**config.mk**
```make
export PLATFORM = sky130hd
export DESIGN_NAME = cfg_autoload
export DESIGN_NICKNAME = d
export VERILOG_FILES = /design/src/rtl/cfg_autoload_pkg.sv /design/src/rtl/al_seq_ctrl.sv /design/src/rtl/al_image_regs.sv /design/src/rtl/cfg_autoload.sv
export SDC_FILE = /design/constraint.sdc
export NUM_CORES = 1
export LEC_CHECK = 0
export BUFFER_PORTS_ARGS = -buffer_cell sky130_fd_sc_hd__buf_2
export CORE_MARGIN = 10
export CORE_UTILIZATION = 47
export DETAILED_ROUTE_END_ITERATION = 6
export PLACE_DENSITY = 0.72
export SLEW_MARGIN = 40
export SYNTH_ARGS = -nofsm -noshare
export SYNTH_HDL_FRONTEND = slang
export SYNTH_HIERARCHICAL = 1
export SYNTH_SLANG_ARGS = --single-unit
```
**constraint.sdc**
```tcl
create_clock -name clk_i -period 3.2 [get_ports clk_i]
set_clock_uncertainty 0.05 [all_clocks]
set_input_delay 0.16 -clock clk_i [delete_from_list [all_inputs] [get_ports clk_i]]
set_output_delay 0.16 -clock clk_i [all_outputs]
set_load 0.02 [all_outputs]
```
**src/rtl/cfg_autoload_pkg.sv**
```systemverilog
package cfg_autoload_pkg;
  localparam int unsigned BYTE_W = 8;
  typedef enum logic [1:0] {ST_START, ST_READ, ST_END} seq_state_e;
endpackage

```
**src/rtl/al_seq_ctrl.sv**
```systemverilog
module al_seq_ctrl
  import cfg_autoload_pkg::*;
#(
  parameter int unsigned         ADDR_W   = 8,
  parameter int unsigned         PAYLOAD  = 10,
  parameter logic [BYTE_W-1:0]   SIG_BYTE = 8'hA5,
  localparam int unsigned        LANE_W   = (PAYLOAD > 1) ? $clog2(PAYLOAD) : 1
) (
  input  logic              clk_i,
  input  logic              rst_ni,
  output logic              rd_req_o,
  output logic [ADDR_W-1:0] rd_addr_o,
  input  logic              rd_ack_i,
  input  logic [BYTE_W-1:0] rd_data_i,
  output logic              wr_en_o,
  output logic [LANE_W-1:0] wr_lane_o,
  output logic              loaded_o,
  output logic              done_o
);
  localparam logic [ADDR_W-1:0] LAST_ADDR = ADDR_W'(PAYLOAD);

  seq_state_e        state_q;
  logic [ADDR_W-1:0] addr_q;
  logic              loaded_q;
  logic              xfer;

  assign rd_req_o  = (state_q == ST_READ);
  assign rd_addr_o = addr_q;
  assign xfer      = rd_req_o && rd_ack_i;
  assign done_o    = (state_q == ST_END);
  assign loaded_o  = loaded_q;
  assign wr_en_o   = xfer && (addr_q != '0);
  assign wr_lane_o = LANE_W'(addr_q - 1'b1);

  always_ff @(posedge clk_i or negedge rst_ni) begin
    if (!rst_ni) begin
      state_q  <= ST_START;
      addr_q   <= '0;
      loaded_q <= 1'b0;
    end else begin
      unique case (state_q)
        ST_START: state_q <= ST_READ;
        ST_READ: if (xfer) begin
          if (addr_q == '0 && rd_data_i != SIG_BYTE) begin
            state_q <= ST_END;  // blank or absent part
          end else if (addr_q == LAST_ADDR) begin
            state_q  <= ST_END;
            loaded_q <= 1'b1;
          end else begin
            addr_q <= addr_q + 1'b1;
          end
        end
        default: state_q <= ST_END;
      endcase
    end
  end

  a_r8_req_hold: assert property (@(posedge clk_i) disable iff (!rst_ni)
    rd_req_o && !rd_ack_i |=> rd_req_o && $stable(rd_addr_o));
  a_r7_addr_bound: assert property (@(posedge clk_i) disable iff (!rst_ni)
    rd_req_o |-> rd_addr_o <= LAST_ADDR);
  a_r7_ascending: assert property (@(posedge clk_i) disable iff (!rst_ni)
    xfer |=> done_o || (rd_addr_o == $past(rd_addr_o) + 1'b1));
  a_r5_loaded_with_done: assert property (@(posedge clk_i) disable iff (!rst_ni)
    loaded_o |-> done_o);
  a_r9_done_sticky: assert property (@(posedge clk_i) disable iff (!rst_ni)
    done_o |=> done_o && $stable(loaded_o) && !rd_req_o);
endmodule

```
**src/rtl/al_image_regs.sv**
```systemverilog
module al_image_regs
  import cfg_autoload_pkg::*;
#(
  parameter int unsigned            PAYLOAD = 10,
  parameter logic [PAYLOAD*BYTE_W-1:0] DEF_IMG = '1,
  localparam int unsigned           LANE_W  = (PAYLOAD > 1) ? $clog2(PAYLOAD) : 1
) (
  input  logic                        clk_i,
  input  logic                        rst_ni,
  input  logic                        wr_en_i,
  input  logic [LANE_W-1:0]           wr_lane_i,
  input  logic [BYTE_W-1:0]           wr_data_i,
  output logic [PAYLOAD*BYTE_W-1:0]   image_o
);
  for (genvar k = 0; k < PAYLOAD; k++) begin : g_lane
    always_ff @(posedge clk_i or negedge rst_ni) begin
      if (!rst_ni)                                     image_o[k*BYTE_W +: BYTE_W] <= DEF_IMG[k*BYTE_W +: BYTE_W];
      else if (wr_en_i && wr_lane_i == LANE_W'(k))     image_o[k*BYTE_W +: BYTE_W] <= wr_data_i;
    end
  end

  a_r3_lane_range: assert property (@(posedge clk_i) disable iff (!rst_ni)
    wr_en_i |-> 32'(wr_lane_i) < PAYLOAD);
  a_r9_image_idle: assert property (@(posedge clk_i) disable iff (!rst_ni)
    !wr_en_i |=> $stable(image_o));
endmodule

```
**src/rtl/cfg_autoload.sv**
```systemverilog
module cfg_autoload
  import cfg_autoload_pkg::*;
#(
  parameter int unsigned       ADDR_W    = 8,
  parameter int unsigned       MAC_BYTES = 6,
  parameter int unsigned       ID_BYTES  = 2,
  parameter logic [BYTE_W-1:0] SIG_BYTE  = 8'hA5,
  parameter logic [MAC_BYTES*BYTE_W-1:0] DEF_MAC  = 48'hFFFF_FFFF_FFFF,
  parameter logic [ID_BYTES*BYTE_W-1:0]  DEF_SID  = 16'h9420,
  parameter logic [ID_BYTES*BYTE_W-1:0]  DEF_SVID = 16'h1055
) (
  input  logic                          clk_i,
  input  logic                          rst_ni,
  output logic                          rd_req_o,
  output logic [ADDR_W-1:0]             rd_addr_o,
  input  logic                          rd_ack_i,
  input  logic [BYTE_W-1:0]             rd_data_i,
  output logic [MAC_BYTES*BYTE_W-1:0]   station_addr_o,
  output logic [ID_BYTES*BYTE_W-1:0]    subsys_id_o,
  output logic [ID_BYTES*BYTE_W-1:0]    subsys_vid_o,
  output logic                          loaded_o,
  output logic                          done_o
);
  localparam int unsigned PAYLOAD = MAC_BYTES + 2 * ID_BYTES;
  localparam int unsigned LANE_W  = (PAYLOAD > 1) ? $clog2(PAYLOAD) : 1;
  localparam int unsigned MAC_W   = MAC_BYTES * BYTE_W;
  localparam int unsigned ID_W    = ID_BYTES * BYTE_W;
  localparam logic [PAYLOAD*BYTE_W-1:0] DEF_IMG = {DEF_SVID, DEF_SID, DEF_MAC};

  logic                      wr_en;
  logic [LANE_W-1:0]         wr_lane;
  logic [PAYLOAD*BYTE_W-1:0] image;

  al_seq_ctrl #(.ADDR_W(ADDR_W), .PAYLOAD(PAYLOAD), .SIG_BYTE(SIG_BYTE)) i_ctrl (
    .clk_i, .rst_ni, .rd_req_o, .rd_addr_o, .rd_ack_i, .rd_data_i,
    .wr_en_o(wr_en), .wr_lane_o(wr_lane), .loaded_o, .done_o
  );

  al_image_regs #(.PAYLOAD(PAYLOAD), .DEF_IMG(DEF_IMG)) i_regs (
    .clk_i, .rst_ni, .wr_en_i(wr_en), .wr_lane_i(wr_lane),
    .wr_data_i(rd_data_i), .image_o(image)
  );

  assign station_addr_o = image[0 +: MAC_W];
  assign subsys_id_o    = image[MAC_W +: ID_W];
  assign subsys_vid_o   = image[MAC_W+ID_W +: ID_W];

  a_r6_defaults_kept: assert property (@(posedge clk_i) disable iff (!rst_ni)
    done_o && !loaded_o |-> image == DEF_IMG);
  a_r9_values_frozen: assert property (@(posedge clk_i) disable iff (!rst_ni)
    done_o |=> $stable(station_addr_o) && $stable(subsys_id_o) && $stable(subsys_vid_o));
endmodule

```
==> summary.md, run 1 <==
| Metric | Value |
|---|---|
| Routability congestion estimate from global placement | `0.777` |
| Count of pins over their slew limit | `0` |
| First-pass GRT wire length | `approximately 14000 µm` |
| Worst Setup End Kind | `register` |
| Reg clk slew, reported paths | `0.08 ns` |
| Largest family of logic cells by synthesized area | `multiplexers` |
| Setup repair after global routing missed its margin | `no` |
| Data required time of the worst path | `3.41 ns` |
| Synth async-reset ratio | `1.00` |
| Yosys warning total | `6` |
| Initial drt markers | `27` |
| FF/Latch Area | `~0.0023 mm²` |
| Worst Path Max Fanout | `10` |
| Core area | `0.00781 mm²` |
| Syn Inst Count | `246` |
| Post-synth EDFFs | `0` |
| Yosys cell types | `38` |
| CTS Root Cell | `clkbuf_8` |
| Tcrit/Tclk final | `0.876` |
| Top cells by area, synth | `dfstp_2 (39%), dfrtp_1 (22%), mux2_2 (21%)` |
| Fin Hold WS | `~0.1 ns` |
| Kind of critical path | `register to register` |
| TritonCTS Sinks | `between 90 and 100` |
| Maximum capacitance violations | `0` |
| Clock Latency Late Sink | `0.34 ns` |
| Critical Path AT | `3.01 ns` |
| Synth-to-layout area growth | `20.3%` |
| Mux cell area share after synthesis | `0.246` |
| Clock Tree Buf Depth | `2` |
| Die X | `110 µm` |
| Initial Utilization | `0.489` |
| Status | `completed` |
| Height of the die | `110 µm` |
| Layout cells sized above 1 | `0.753` |
| GRT overflow | `0` |
| Pin count of the biggest net entering global routing | `92` |
| Yosys top cell by area | `dfstp_2` |
| Post-synthesis net count | `260` |
| Die area | `between 0.01 and 0.015 mm²` |
| Startpoint types | `register` |
| Initial antenna violation count | `0` |
| H-tree Lvls | `3` |
| Nets@finish | `between 300 and 400` |
| Synth Area in Compound Gates | `0.0105` |
| Achievable Freq | `357 MHz` |
| Vias/cell | `5.19` |
| Most numerous cell in the Yosys netlist | `mux2_2` |
| Synth Area in Simple Gates | `0.0793` |
| Fin crit period | `2.80 ns` |
| N_diodes | `0` |
| Endpoints failing setup | `0` |
| Peak supply drop | `0.000491 V` |
| Area of the multi-input gates | `around 0.0014 mm²` |
| Final Hold Viols | `0` |
| Leakage | `between 2 and 2.5 nW` |
| Wirelength per Cell | `between 15 and 20 µm` |
| Final HPWL DP | `6370 µm` |
| Remaining DRCs | `0` |
| Core Rows | `32` |
| Num CTS Buffers | `9` |
| Drt pass-1 iters | `4` |
| Xor and xnor area share after synthesis | `0.0206` |
| Routed Antenna Nets | `0` |
| Filler Cell Count | `around 650` |
| Post-synth top area share | `0.392` |
| Post-Synth Adder-Cell Area | `0.00983` |
| Via count | `2358` |
| Slew HR | `0.518` |
| Tot GR Track Use | `0.152` |
| Port bufs | `101` |
| WL final | `9040 µm` |
| PwrDens | `between 900 and 1000 mW/mm²` |
| Sequential area share after synthesis | `0.615` |
| Synth Cell Area | `0.00382 mm²` |
| Ports | `102` |
| Yosys reg bits | `91` |
| Hold Path Class | `input pin to register` |
| Top post-synthesis cells by count | `mux2_2 (72), dfstp_2 (57), dfrtp_1 (34), buf_1 (8), mux2_4 (8)` |
| CTS tree | `built` |
| Actual slew at the worst max-slew pin | `0.724 ns` |
| Most used flip-flop cell after synthesis | `dfstp_2` |
| Syn Area/Cell | `15.5 µm²` |
| Vias in the first global route | `between 2000 and 3000` |
| Post-CTS Setup Inserts | `0` |
| Fin Setup TNS | `0 ns` |
-- state kept, by name (all words and copies together), names as in the netlist --
register          cells
i_regs/image_o       80
i_ctrl/rd_addr_o      8
i_ctrl/state_q        2
i_ctrl/loaded_o       1
-- critical path: stages, from the launching register on --
cell and delay [ns]:
dfrtp_1 0.44, inv_1 0.21, ha_1 0.28, nor2b_1 0.16, a21boi_1 0.35, nor3b_2 0.41
and3_1 0.45, mux2_2 0.39
-- placed cells by master (no fill, tap or decap), types with 2 or more instances in the layout --
cell type,instances
and3_1,3
buf_2,100
clkbuf_8,10
clkinv_2,2
clkinvlp_4,2
dfrtp_1,34
dfstp_2,57
ha_1,3
inv_1,3
mux2_2,72
mux2_4,8
nand2_1,7
nand3_1,6
nand3b_2,2
nor2_1,3
nor2_2,2
nor2b_1,3
nor4bb_1,2
xnor2_1,7
xor2_1,2
-- path summary, 6_finish.rpt --
path                                                  from                               to  slack [ns]  cells past startpoint
hold / removal                                    rd_ack_i  i_ctrl/rd_addr_o[2]$_DFFE_PN0P_         0.1                      3
max in group asynchronous                           rst_ni   i_regs/image_o[69]$_DFFE_PN0P_        2.20                      2
min in group asynchronous                           rst_ni      i_ctrl/loaded_o$_DFFE_PN0P_        0.36                      2
hold reg to reg              i_ctrl/state_q[1]$_DFFE_PN0P_    i_ctrl/state_q[0]$_DFFE_PN0P_        0.42                      1
setup / recovery           i_ctrl/rd_addr_o[0]$_DFFE_PN0P_   i_regs/image_o[27]$_DFFE_PN1P_        0.40                      7
setup reg to reg           i_ctrl/rd_addr_o[0]$_DFFE_PN0P_   i_regs/image_o[27]$_DFFE_PN1P_        0.40                      7
-- metal layers --
layer	global-route usage	share of wire	up-vias
li1	-	-	1063
met1	0.188	0.42	1216
met2	0.246	0.48	68
met3	0.0522	0.082	11
met4	0.0514	0.013	0
met5	0	0	-
-- stage by stage --
| step | util | setup slack [ns] | std cells | area, µm² | total power (W) |
|---|---|---|---|---|---|
| floorplan | - | 0.604 | 246 | 3820 | 0.00321 |
| global placement | 0.565 | 0.416 | 437 | 4410 | 0.00379 |
| detailed placement | 0.565 | 0.228 | 437 | 4410 | 0.00385 |
| CTS | 0.588 | 0.186 | 454 | 4590 | 0.00453 |
| global route | 0.588 | 0.159 | 454 | 4590 | 0.00475 |
| finish | 0.588 | 0.398 | 454 | 4590 | 0.00446 |
-- where the power goes --
| part | leakage [nW] | switching, W | total [W] | internal (W) |
|---|---|---|---|---|
| sequential | 1.05 | 0.000248 | 0.00202 | 0.00178 |
| clock | 0.0830 | 0.000382 | 0.000665 | 0.000283 |
| combinational | 1.19 | 0.00106 | 0.00177 | 0.000711 |
| total | 2.32 | 0.00169 | 0.00446 | 0.00277 |
-- layout make-up --
type,count,area share
sequential,91,0.511
multi-input combinational,139,0.306
timing repair buffer,103,0.116
tap,102,0.0278
clock buffer,10,0.0278
clock inverter,6,0.00872
inverter,3,0.00245
-- timing repair --
action,CTS,global route
resized for setup,0,1
hold endpoints to repair,34,0
setup endpoints to repair,0,8
hold buffers,1,0
-- cell families (layout without fill, tap and decap cells) --
logic type	after synthesis	count (layout)
XOR/XNOR	9	9
multiplexers	81	81
AND/OR/NAND/NOR	42	42
adder cells (fa/ha/maj)	3	3
flip-flops	91	91
buffers and inverters	16	122
AO/OA/AOI/OAI	4	4
Note: power is estimated with default switching activity, not from simulation.
==> inputs of run 2 (changes only) <==
==> constraint.sdc (replaced) <==
create_clock -name clk_i -period 3.2 [get_ports clk_i]
set_clock_uncertainty 0.05 [all_clocks]
set_input_delay 0.96 -clock clk_i [delete_from_list [all_inputs] [get_ports clk_i]]
set_output_delay 0.96 -clock clk_i [all_outputs]
set_load 0.02 [all_outputs]
==> run 2 against run 1 <==
  * Wire length shrank 2.0%
  * Register-to-register slack improved by 0.08 ns
  * Combinational power about the same
  * Sequential cell count unchanged
  * Setup slack improved by 0.076 ns
  * First-iteration DRC count rose to 2.7 times the previous value
  * Non-clock buffer count grew 1
  * Critical path type unchanged
==> summary.md, run 2 (synthesized netlist as in run 1, its figures left out) <==
| Metric | Value |
|---|---|
| H-tree Lvls | `3` |
| Tot GR Track Use | `0.149` |
| Initial Utilization | `0.489` |
| Peak supply drop | `0.000518 V` |
| Maximum capacitance violations | `0` |
| Worst Setup End Kind | `register` |
| Filler Cell Count | `679` |
| Clock Latency Late Sink | `between 0.3 and 0.4 ns` |
| Pin count of the biggest net entering global routing | `52` |
| Setup repair after global routing missed its margin | `no` |
| Core area | `0.00781 mm²` |
| Data required time of the worst path | `between 3 and 4 ns` |
| Count of pins over their slew limit | `0` |
| Remaining DRCs | `0` |
| Pwr Total | `approximately 0.0045 W` |
| Most frequent cells in the layout | `buf_2 (100), mux2_2 (72), dfstp_2 (57)` |
| M2 GR Usage | `0.243` |
| Clock Tree Buf Depth | `2` |
| Num CTS Buffers | `9` |
| Status | `completed` |
| Slew HR | `0.656` |
| Final Hold Viols | `0` |
| Routability congestion estimate from global placement | `0.750` |
| Leakage | `2.35 nW` |
| Core Rows | `32` |
| Largest register by flop count | `i_regs/image_o` |
| Routed Antenna Nets | `0` |
| Drt pass-1 iters | `4` |
| N_diodes | `0` |
| Kind of critical path | `register to register` |
| Fin Hold WS | `roughly 0.42 ns` |
| Final HPWL DP | `6380 µm` |
| WL final | `8860 µm` |
| Vias in the first global route | `between 2000 and 3000` |
| Hold Path Class | `register to register` |
| Layout cells sized above 1 | `0.756` |
| Placement Setup Slack | `slightly above 0.3 ns` |
| Setup ws final | `0.474 ns` |
| Switching part of the total | `0.372` |
| Height of the die | `110 µm` |
| Via count | `around 2400` |
| TritonCTS Sinks | `between 90 and 100` |
| Initial antenna violation count | `0` |
| Cts hold-fix bufs | `0` |
| M1 GR Usage | `0.185` |
| Die area | `0.0121 mm²` |
| Clock share of power | `0.164` |
| Placed Instance Area | `0.00444 mm²` |
| Comb power frac | `0.388` |
| Switch Pwr | `0.00169 W` |
| First-pass GRT wire length | `14100 µm` |
| Endpoints failing setup | `0` |
| Critical Path AT | `2.94 ns` |
| Port bufs | `just over 100` |
| Achievable Freq | `~370 MHz` |
| Sequential power share | `0.448` |
| Vias/cell | `5.17` |
| Most Crowded Layer GR | `met2` |
| Ports | `102` |
| Actual slew at the worst max-slew pin | `0.516 ns` |
| Initial drt markers | `74` |
| Most common cell after layout, fill and taps aside | `buf_2` |
| Tcrit/Tclk final | `0.852` |
| Nets@finish | `roughly 360` |
| Max reg flops | `80` |
| CTS Root Cell | `clkbuf_8` |
| Cts repair resizes | `0` |
| Synth-to-layout area growth | `21.2%` |
| Fin crit period | `2.73 ns` |
| GRT overflow | `0` |
| Met3 usage in global routing | `0.0505` |
| Reg clk slew, reported paths | `0.08 ns` |
| Die X | `110 µm` |
| Startpoint types | `register` |
| Largest regs | `i_regs/image_o x80, i_ctrl/rd_addr_o x8, i_ctrl/state_q x2` |
| Fin area | `0.00463 mm²` |
| PwrDens | `981 mW/mm²` |
| Internal | `0.00285 W` |
| Post-CTS Setup Inserts | `0` |
| Worst Path Max Fanout | `10` |
| Fin Setup TNS | `0 ns` |
| CTS tree | `built` |
| Wirelength per Cell | `19.5 µm` |
run 2: cell types whose count changed in the layout (fill, tap and decap cells not counted), sizes merged:
cell	change
bufinv	+1
inv	-1
clkinv	+1
buf	+3
clkbuf	-1
dlygate4sd3	-1
clkinvlp	-1
run 2: final cells by class:
type / count / area, µm² / area share
clock buffer: 10 / 128 / 0.0276
timing repair buffer: 104 / 543 / 0.117
inverter: 3 / 11.3 / 0.00243
multi-input combinational: 139 / 1410 / 0.304
clock inverter: 6 / 65.1 / 0.0141
sequential: 91 / 2350 / 0.507
tap: 102 / 128 / 0.0276
run 2: worst paths after layout:
| kind | start | endpoint | slack [ns] | cells after the start |
|---|---|---|---|---|
| max in group asynchronous | rst_ni | i_regs/image_o[58]$_DFFE_PN1P_ | 1.86 | 2 |
| min reg2reg | i_ctrl/state_q[1]$_DFFE_PN0P_ | i_ctrl/state_q[0]$_DFFE_PN0P_ | 0.42 | 1 |
| max reg2reg | i_ctrl/rd_addr_o[0]$_DFFE_PN0P_ | i_regs/image_o[29]$_DFFE_PN1P_ | 0.47 | 8 |
| min | i_ctrl/state_q[1]$_DFFE_PN0P_ | i_ctrl/state_q[0]$_DFFE_PN0P_ | 0.42 | 1 |
| max | i_ctrl/rd_addr_o[0]$_DFFE_PN0P_ | i_regs/image_o[29]$_DFFE_PN1P_ | 0.47 | 8 |
| min in group asynchronous | rst_ni | i_ctrl/rd_addr_o[1]$_DFFE_PN0P_ | 0.54 | 1 |
run 2: per-layer routing:
metal,up-vias,routed length (µm)
met3,4,858
met2,74,4300
met5,-,0
met4,0,51
met1,1208,3650
li1,1066,-
run 2: power by group through the flow:
stage	Combinational, W	Clock, W	Sequential (W)
2_1_floorplan	0.000655	0	0.00256
3_3_place_gp	0.00176	0	0.00203
3_5_place_dp	0.00179	0	0.00206
4_1_cts	0.00180	0.000776	0.00204
5_1_grt	0.00191	0.000827	0.00210
6_report	0.00176	0.000747	0.00203
run 2: worst max-delay path, stage by stage (launching register included):
cell	delay [ns]
dfrtp_1	0.45
inv_1	0.22
ha_1	0.28
nor2b_1	0.15
a21boi_0	0.19
buf_4	0.16
nor3b_2	0.33
and3_1	0.44
mux2_2	0.39
run 2: stage by stage:
| stage | std cells | utilization |
|---|---|---|
| global route | 455 | 0.593 |
| detailed placement | 439 | 0.568 |
| CTS | 455 | 0.593 |
| floorplan | 246 | - |
| global placement | 439 | 0.568 |
| finish | 455 | 0.593 |
